**src/rtl/irq_ctl8_pkg.sv**
```systemverilog
package irq_ctl8_pkg;
  localparam int NIRQ = 8;
  localparam int IDW  = $clog2(NIRQ);

  typedef enum logic [1:0] {S_READY, S_BASE, S_CASC, S_MODE} init_st_t;

  // Index of the lowest set bit (most urgent); 0 when empty.
  function automatic logic [IDW-1:0] lowest_idx(input logic [NIRQ-1:0] v);
    logic [IDW-1:0] r;
    r = '0;
    for (int i = NIRQ - 1; i >= 0; i--)
      if (v[i]) r = IDW'(i);
    return r;
  endfunction

  // Vector = base with its low bits replaced by the input number.
  function automatic logic [7:0] make_vector(input logic [7:0] base,
                                             input logic [IDW-1:0] id);
    return {base[7:IDW], id};
  endfunction
endpackage

```
**src/rtl/irq_ctl8_init.sv**
```systemverilog
module irq_ctl8_init
  import irq_ctl8_pkg::*;
(
  input  logic       clk,
  input  logic       rst_n,
  input  logic       restart_wr,
  input  logic       odd_wr,
  input  logic [7:0] wdata,
  output logic       busy,
  output logic [7:0] base,
  output logic [7:0] cas,
  output logic       level_mode,
  output logic       aeoi
);
  init_st_t st;
  logic     need_mode, single;

  always_ff @(posedge clk) begin
    if (!rst_n) begin
      st <= S_READY; need_mode <= 1'b0; single <= 1'b1;
      level_mode <= 1'b0; aeoi <= 1'b0; base <= '0; cas <= '0;
    end else if (restart_wr) begin
      st         <= S_BASE;
      need_mode  <= wdata[0];
      single     <= wdata[1];
      level_mode <= wdata[3];
      aeoi       <= 1'b0;
    end else if (odd_wr) begin
      case (st)
        S_BASE: begin
          base <= wdata;
          st   <= !single ? S_CASC : (need_mode ? S_MODE : S_READY);
        end
        S_CASC: begin
          cas <= wdata;
          st  <= need_mode ? S_MODE : S_READY;
        end
        S_MODE: begin
          aeoi <= wdata[1];
          st   <= S_READY;
        end
        default: ;
      endcase
    end
  end

  assign busy = (st != S_READY);
endmodule

```
**src/rtl/irq_ctl8_core.sv**
```systemverilog
module irq_ctl8_core
  import irq_ctl8_pkg::*;
(
  input  logic            clk,
  input  logic            rst_n,
  input  logic [NIRQ-1:0] irq_in,
  input  logic            level_mode,
  input  logic            aeoi,
  input  logic            smm,
  input  logic            clear_all,
  input  logic            mask_wr,
  input  logic [NIRQ-1:0] mask_data,
  input  logic            ack,
  input  logic            eoi,
  output logic [NIRQ-1:0] irr,
  output logic [NIRQ-1:0] isr,
  output logic [NIRQ-1:0] imr,
  output logic            req,
  output logic [IDW-1:0]  win_id,
  output logic            ack_fire
);
  logic [NIRQ-1:0] irq_q, rise, cand, irr_nx, isr_nx;
  logic [IDW-1:0]  isr_top;
  logic            blocked;

  assign rise    = irq_in & ~irq_q;
  assign cand    = smm ? (irr & ~imr & ~isr) : (irr & ~imr);
  assign win_id  = lowest_idx(cand);
  assign isr_top = lowest_idx(isr);
  assign blocked = !smm && (|isr) && (isr_top <= win_id);
  assign req     = (|cand) && !blocked;
  assign ack_fire = ack && req;

  always_comb begin
    irr_nx = level_mode ? irq_in : (irr | rise);
    if (ack_fire && !level_mode) irr_nx[win_id] = 1'b0;
    isr_nx = isr;
    if (eoi && (|isr)) isr_nx[isr_top] = 1'b0;
    if (ack_fire && !aeoi) isr_nx[win_id] = 1'b1;
  end

  always_ff @(posedge clk) begin
    if (!rst_n) begin
      irq_q <= '0; irr <= '0; isr <= '0; imr <= '1;
    end else begin
      irq_q <= irq_in;
      if (clear_all) begin
        irr <= '0; isr <= '0; imr <= '0;
      end else begin
        irr <= irr_nx;
        isr <= isr_nx;
        if (mask_wr) imr <= mask_data;
      end
    end
  end
endmodule

```
**src/rtl/irq_ctl8.sv**
```systemverilog
module irq_ctl8
  import irq_ctl8_pkg::*;
(
  input  logic       clk,
  input  logic       rst_n,
  input  logic       wr_en,
  input  logic       rd_en,
  input  logic       port_sel,
  input  logic [7:0] wdata,
  output logic [7:0] rdata,
  input  logic [7:0] irq_in,
  output logic       intr,
  input  logic       inta,
  output logic [7:0] ack_vec,
  output logic [7:0] cas_word
);
  // Named internal events, brought out for the checker.
  logic            init_busy, aeoi_on, level_on, smm_q, rd_isr_q, poll_q;
  logic [7:0]      base_q;
  logic [NIRQ-1:0] irr_q, isr_q, imr_q;
  logic [IDW-1:0]  ack_id;
  logic            core_req, ack_fire;
  logic            wr_even, restart_wr, ocw3_wr, eoi_cmd, odd_wr, mask_wr;
  logic            poll_read, ack_any;

  assign wr_even    = wr_en && !port_sel;
  assign restart_wr = wr_even && wdata[4];
  assign ocw3_wr    = wr_even && !wdata[4] && wdata[3] && !init_busy;
  assign eoi_cmd    = wr_even && (wdata[4:3] == 2'b00) && (wdata[7:5] == 3'b001) && !init_busy;
  assign odd_wr     = wr_en && port_sel;
  assign mask_wr    = odd_wr && !init_busy;
  assign poll_read  = rd_en && !port_sel && poll_q;
  assign ack_any    = (inta || poll_read) && !init_busy;

  irq_ctl8_init u_init (
    .clk(clk), .rst_n(rst_n), .restart_wr(restart_wr), .odd_wr(odd_wr),
    .wdata(wdata), .busy(init_busy), .base(base_q), .cas(cas_word),
    .level_mode(level_on), .aeoi(aeoi_on)
  );

  irq_ctl8_core u_core (
    .clk(clk), .rst_n(rst_n), .irq_in(irq_in), .level_mode(level_on),
    .aeoi(aeoi_on), .smm(smm_q), .clear_all(restart_wr), .mask_wr(mask_wr),
    .mask_data(wdata), .ack(ack_any), .eoi(eoi_cmd), .irr(irr_q),
    .isr(isr_q), .imr(imr_q), .req(core_req), .win_id(ack_id),
    .ack_fire(ack_fire)
  );

  always_ff @(posedge clk) begin
    if (!rst_n) begin
      smm_q <= 1'b0; rd_isr_q <= 1'b0; poll_q <= 1'b0;
    end else if (restart_wr) begin
      smm_q <= 1'b0; rd_isr_q <= 1'b0; poll_q <= 1'b0;
    end else if (ocw3_wr) begin
      if (wdata[1]) rd_isr_q <= wdata[0];
      if (wdata[6]) smm_q    <= wdata[5];
      poll_q <= wdata[2];
    end else if (poll_read) begin
      poll_q <= 1'b0;
    end
  end

  assign intr    = core_req && !init_busy;
  assign ack_vec = make_vector(base_q, ack_id);

  always_comb begin
    if (port_sel)      rdata = imr_q;
    else if (poll_q)   rdata = {intr, 4'b0000, ack_id};
    else if (rd_isr_q) rdata = isr_q;
    else               rdata = irr_q;
  end
endmodule

```
**config.mk**
```make
export PLATFORM = sky130hd
export DESIGN_NAME = irq_ctl8
export DESIGN_NICKNAME = d
export VERILOG_FILES = /design/src/rtl/irq_ctl8_pkg.sv /design/src/rtl/irq_ctl8_init.sv /design/src/rtl/irq_ctl8_core.sv /design/src/rtl/irq_ctl8.sv
export SDC_FILE = /design/constraint.sdc
export NUM_CORES = 1
export LEC_CHECK = 0
export BUFFER_PORTS_ARGS = -buffer_cell sky130_fd_sc_hd__clkbuf_2
export CAP_MARGIN = 15
export CORE_MARGIN = 5
export CORE_UTILIZATION = 45
export CTS_CLUSTER_SIZE = 20
export DETAILED_ROUTE_END_ITERATION = 12
export GPL_TIMING_DRIVEN = 0
export MAX_ROUTING_LAYER = met4
export PLACE_DENSITY = 0.66
export REMOVE_ABC_BUFFERS = 1
export SYNTH_ARGS = -nofsm -noshare
export SYNTH_HDL_FRONTEND = slang
export SYNTH_SLANG_ARGS = --single-unit
```
**constraint.sdc**
```tcl
create_clock -name clk -period 8.8 [get_ports clk]
set_input_delay 0.44 -clock clk [delete_from_list [all_inputs] [get_ports clk]]
set_output_delay 0.44 -clock clk [all_outputs]
set_load 0.03 [all_outputs]
```
==> flow_metrics.tcl <==
set metrics [dict create \
    outcome "complete, no violations" \
    die_height_um 87.6 \
    port_buffers 46 \
    initial_standard_cell_utilization_of_the_core_pct 46.0 \
    mapped_area_um2 2710 \
    clkTransAtPathRegs_ns 0.11 \
    synth_seq_cells 54 \
    distinct_cells_synth 49 \
    gp_congestion 0.909 \
    post_route_cells_drive_above_1_share_pct 19.5 \
    tns_ns 0 \
    maxSlewHeadroom_pct 31.7 \
    share_of_power_burned_in_combinational_logic_pct 18.7 \
    synth.avg_cell_area_um2 8.33 \
    hpwlAfterDp_mm 5.24 \
    yosys-top-cells-area "sky130_fd_sc_hd__dfxtp_1, sky130_fd_sc_hd__nand2_1, sky130_fd_sc_hd__mux2i_1, sky130_fd_sc_hd__o21ai_0, sky130_fd_sc_hd__a21oi_1" \
    clock_tree.htree_level_count 2 \
    timing.final.setup_violations 0 \
    clock_sink_count 54 \
    detail_route.drc_violations 0 \
    worst_ir_drop_vdd_v 0.0000921 \
    synth_top_cell_by_area "sky130_fd_sc_hd__dfxtp_1" \
    required_ns 8.36 \
    synth.yosys.seq_area_share_pct 39.9 \
    first_pass_iters 5 \
    grt_start_max_net_pins 26 \
    antenna_violations_before_repair 0 \
    setup_slack_ns 4.69 \
    grt_first_pass_wirelength_mm 11.4 \
    synth_largest_type_area_fraction_pct 39.9 \
    slowest_stage "sky130_fd_sc_hd__dfxtp_1" \
    via_to_cell_ratio 5.71 \
    slew_viol_final 0 \
    worstPathBufferInverterCount 2 \
    cp_max_fo 12 \
    num_vias 2507 \
    drt_iter0_drc 180 \
    ys_async_sr_fraction_pct 0 \
    cp_data_arrival_time_ns 3.67 \
    power_leakage_nw 1.27 \
    switching_share_pct 32.0 \
    cts_hold_repair.buffers 0 \
    layout_min_cycle_time_ns 4.11 \
    end_kind "output pin" \
    seq_power_share_pct 51.9 \
    fin_worst_skew_ns 0.0107 \
    postCtsResizedCells 0 \
    first_global_vias 2247 \
    critical-path-max-stage-delay_ns 0.66 \
    worstMarginPinSlew_ns 1.02 \
    yosys_warnings 0 \
    p_total_uw 513 \
    placement.setup.worst_slack_ns 5.12 \
    critical_path.top_delay_family "compound AO/OA/AOI/OAI gates" \
    final.fill_count 576 \
    rsz0062_at_grt "false" \
    p_int_uw 349 \
    cts_root_buffer "sky130_fd_sc_hd__clkbuf_8" \
    post-cts-setup-buffers 0 \
    tritoncts "yes" \
    worst-setup-path-type "reg -> out" \
    drt.antenna.violating_nets 0 \
    core-area_um2 5890 \
    min_period_over_period_pct 46.7 \
    finish.net_count 388 \
    achievable-frequency_ghz 0.243 \
    total_switching_power_uw 164 \
    grt.overflow.total 0 \
    ys_dominant_reg_cell "sky130_fd_sc_hd__dfxtp_1" \
    count_of_inserted_antenna_diode_cells 0 \
    max_cap_violations 0 \
    floorplan.die.width_um 87.6 \
    layout-area-overhead-vs-synth_pct 13.2 \
    worst_skew_pair.late_latency_ns 0.32 \
    globalRouteTotalUtil_pct 19.8 \
    hp-class "in -> reg" \
    clockBufferDepth 2 \
    clock_power_share_pct 29.4 \
    synthCells 325 \
    final_util_pct 52.1 \
    post-synth-top-count-cell "sky130_fd_sc_hd__dfxtp_1" \
    synth_enable_flop_cells 0 \
    ioPinCount 47 \
    worstSetupStartpointType "register" \
    report.final.hold_viol_count 0 \
    power-per-cell-area_nw_per_um2 167 \
    core.rowCount 28 \
    cts_buffers 5 \
    cp_cell_sequence "nand2_1 -> a32oi_1 -> nand2_1 -> nor2b_1 -> inv_1 -> ha_1 -> nand3_1 -> o21ai_0 -> o21ai_0 -> o211ai_4 -> a21oi_1 -> a21o_1 -> clkbuf_2" \
    wire_per_inst_um 16.2 \
    design.die.area_um2 7670 \
    finalWirelength_mm 7.12 \
    synth_commonest_cells "sky130_fd_sc_hd__dfxtp_1, sky130_fd_sc_hd__nand2_1, sky130_fd_sc_hd__o21ai_0, sky130_fd_sc_hd__a21oi_1, sky130_fd_sc_hd__inv_1" \
]
## worst paths after layout
path                                    from                          to  slack (ns)  cells past startpoint
setup reg to reg          smm_q$_SDFFE_PP0P_    u_core.isr[4]$_SDFF_PP0_        5.17                     12
hold / removal                     irq_in[6]  u_core.irq_q[6]$_SDFF_PN0_        0.33                      2
setup / recovery          smm_q$_SDFFE_PP0P_                    rdata[7]        4.69                     13
hold reg to reg   u_init.cas[0]$_SDFFE_PN0P_  u_init.cas[0]$_SDFFE_PN0P_        0.46                      2
## worst register-to-register path, cell delays in order, from the launching register on
cell and delay [ns]:
sky130_fd_sc_hd__dfxtp_1 0.66, sky130_fd_sc_hd__nand2_1 0.14, sky130_fd_sc_hd__a32oi_1 0.38, sky130_fd_sc_hd__nand2_1 0.21
sky130_fd_sc_hd__nor2b_1 0.27, sky130_fd_sc_hd__inv_1 0.08, sky130_fd_sc_hd__ha_1 0.30, sky130_fd_sc_hd__nand3_1 0.06
sky130_fd_sc_hd__o21ai_0 0.07, sky130_fd_sc_hd__o21ai_0 0.43, sky130_fd_sc_hd__o211ai_4 0.21, sky130_fd_sc_hd__or4_4 0.56
sky130_fd_sc_hd__o22ai_2 0.17
## stage by stage
stage / hold WS [ns] / instance area [um2] / instances
after floorplan: 0.456 / 2640 / 310
after global placement: 0.443 / 2970 / 431
after detailed placement: 0.449 / 2970 / 431
after CTS: 0.328 / 3070 / 439
after global routing: 0.332 / 3070 / 439
final: 0.332 / 3070 / 439
## placed cells by master, fill, tap and decap left out, types with 2 or more instances in the layout
master	n
sky130_fd_sc_hd__and3_1	2
sky130_fd_sc_hd__inv_1	22
sky130_fd_sc_hd__nand2b_1	13
sky130_fd_sc_hd__dfxtp_1	54
sky130_fd_sc_hd__o22ai_1	5
sky130_fd_sc_hd__o21ai_0	26
sky130_fd_sc_hd__a221oi_1	8
sky130_fd_sc_hd__nor4_1	2
sky130_fd_sc_hd__nand4b_1	2
sky130_fd_sc_hd__o22ai_2	2
sky130_fd_sc_hd__nor4_2	2
sky130_fd_sc_hd__a221o_1	9
sky130_fd_sc_hd__clkbuf_8	5
sky130_fd_sc_hd__nor2_1	21
sky130_fd_sc_hd__or4_4	2
sky130_fd_sc_hd__mux2i_1	15
sky130_fd_sc_hd__a211oi_1	2
sky130_fd_sc_hd__a32oi_1	3
sky130_fd_sc_hd__o21ai_1	2
sky130_fd_sc_hd__clkinv_4	2
sky130_fd_sc_hd__ha_1	3
sky130_fd_sc_hd__clkbuf_2	46
sky130_fd_sc_hd__nand3_1	6
sky130_fd_sc_hd__and2_1	10
sky130_fd_sc_hd__a21oi_1	23
sky130_fd_sc_hd__nor3_1	3
sky130_fd_sc_hd__nor2b_1	6
sky130_fd_sc_hd__nand2_1	45
## cell families after synthesis
family                     count (synthesis)  share of synthesized area [%]
adders and majority gates                  3                           1.39
buffers and inverters                     38                           5.64
AOI/OAI and AO/OA                         91                           23.4
and+or+nand+nor                          123                           23.7
DFF                                       54                           39.9
muxes                                     16                           5.96
## power groups by stage
stage | Sequential, mW | Combinational [mW] | Clock, mW
floorplan | 0.268 | 0.0661 | 0
global placement | 0.271 | 0.0943 | 0
detailed placement | 0.272 | 0.0959 | 0
CTS | 0.266 | 0.0962 | 0.154
global route | 0.268 | 0.106 | 0.165
finish | 0.266 | 0.0959 | 0.151
## registers in the layout, summed over array words and instances (netlist names), 2 cells and up
signal / count
u_core.irr: 8
u_init.cas: 8
u_core.imr: 8
u_core.irq_q: 8
u_init.base: 5
u_core.isr: 8
u_init.st: 2
## layout make-up
| type | count | area (um2) | share of cell area, % |
|---|---|---|---|
| clock inverters | 3 | 28.8 | 0.939 |
| repair buffers | 46 | 230 | 7.51 |
| multi-input cells | 233 | 1470 | 48.1 |
| clock buffers | 5 | 68.8 | 2.24 |
| well taps | 75 | 93.8 | 3.06 |
| flip-flops and latches | 54 | 1080 | 35.3 |
| inverters | 23 | 88.8 | 2.90 |
## layer usage
metal	vias up	track usage, %	share of wire [%]
met5	-	-	0
met4	0	7.39	2.2
met3	13	3.95	7.6
met2	95	28.0	43
met1	1163	27.7	47
li1	1236	-	-
(Power assumes the default switching activity.)
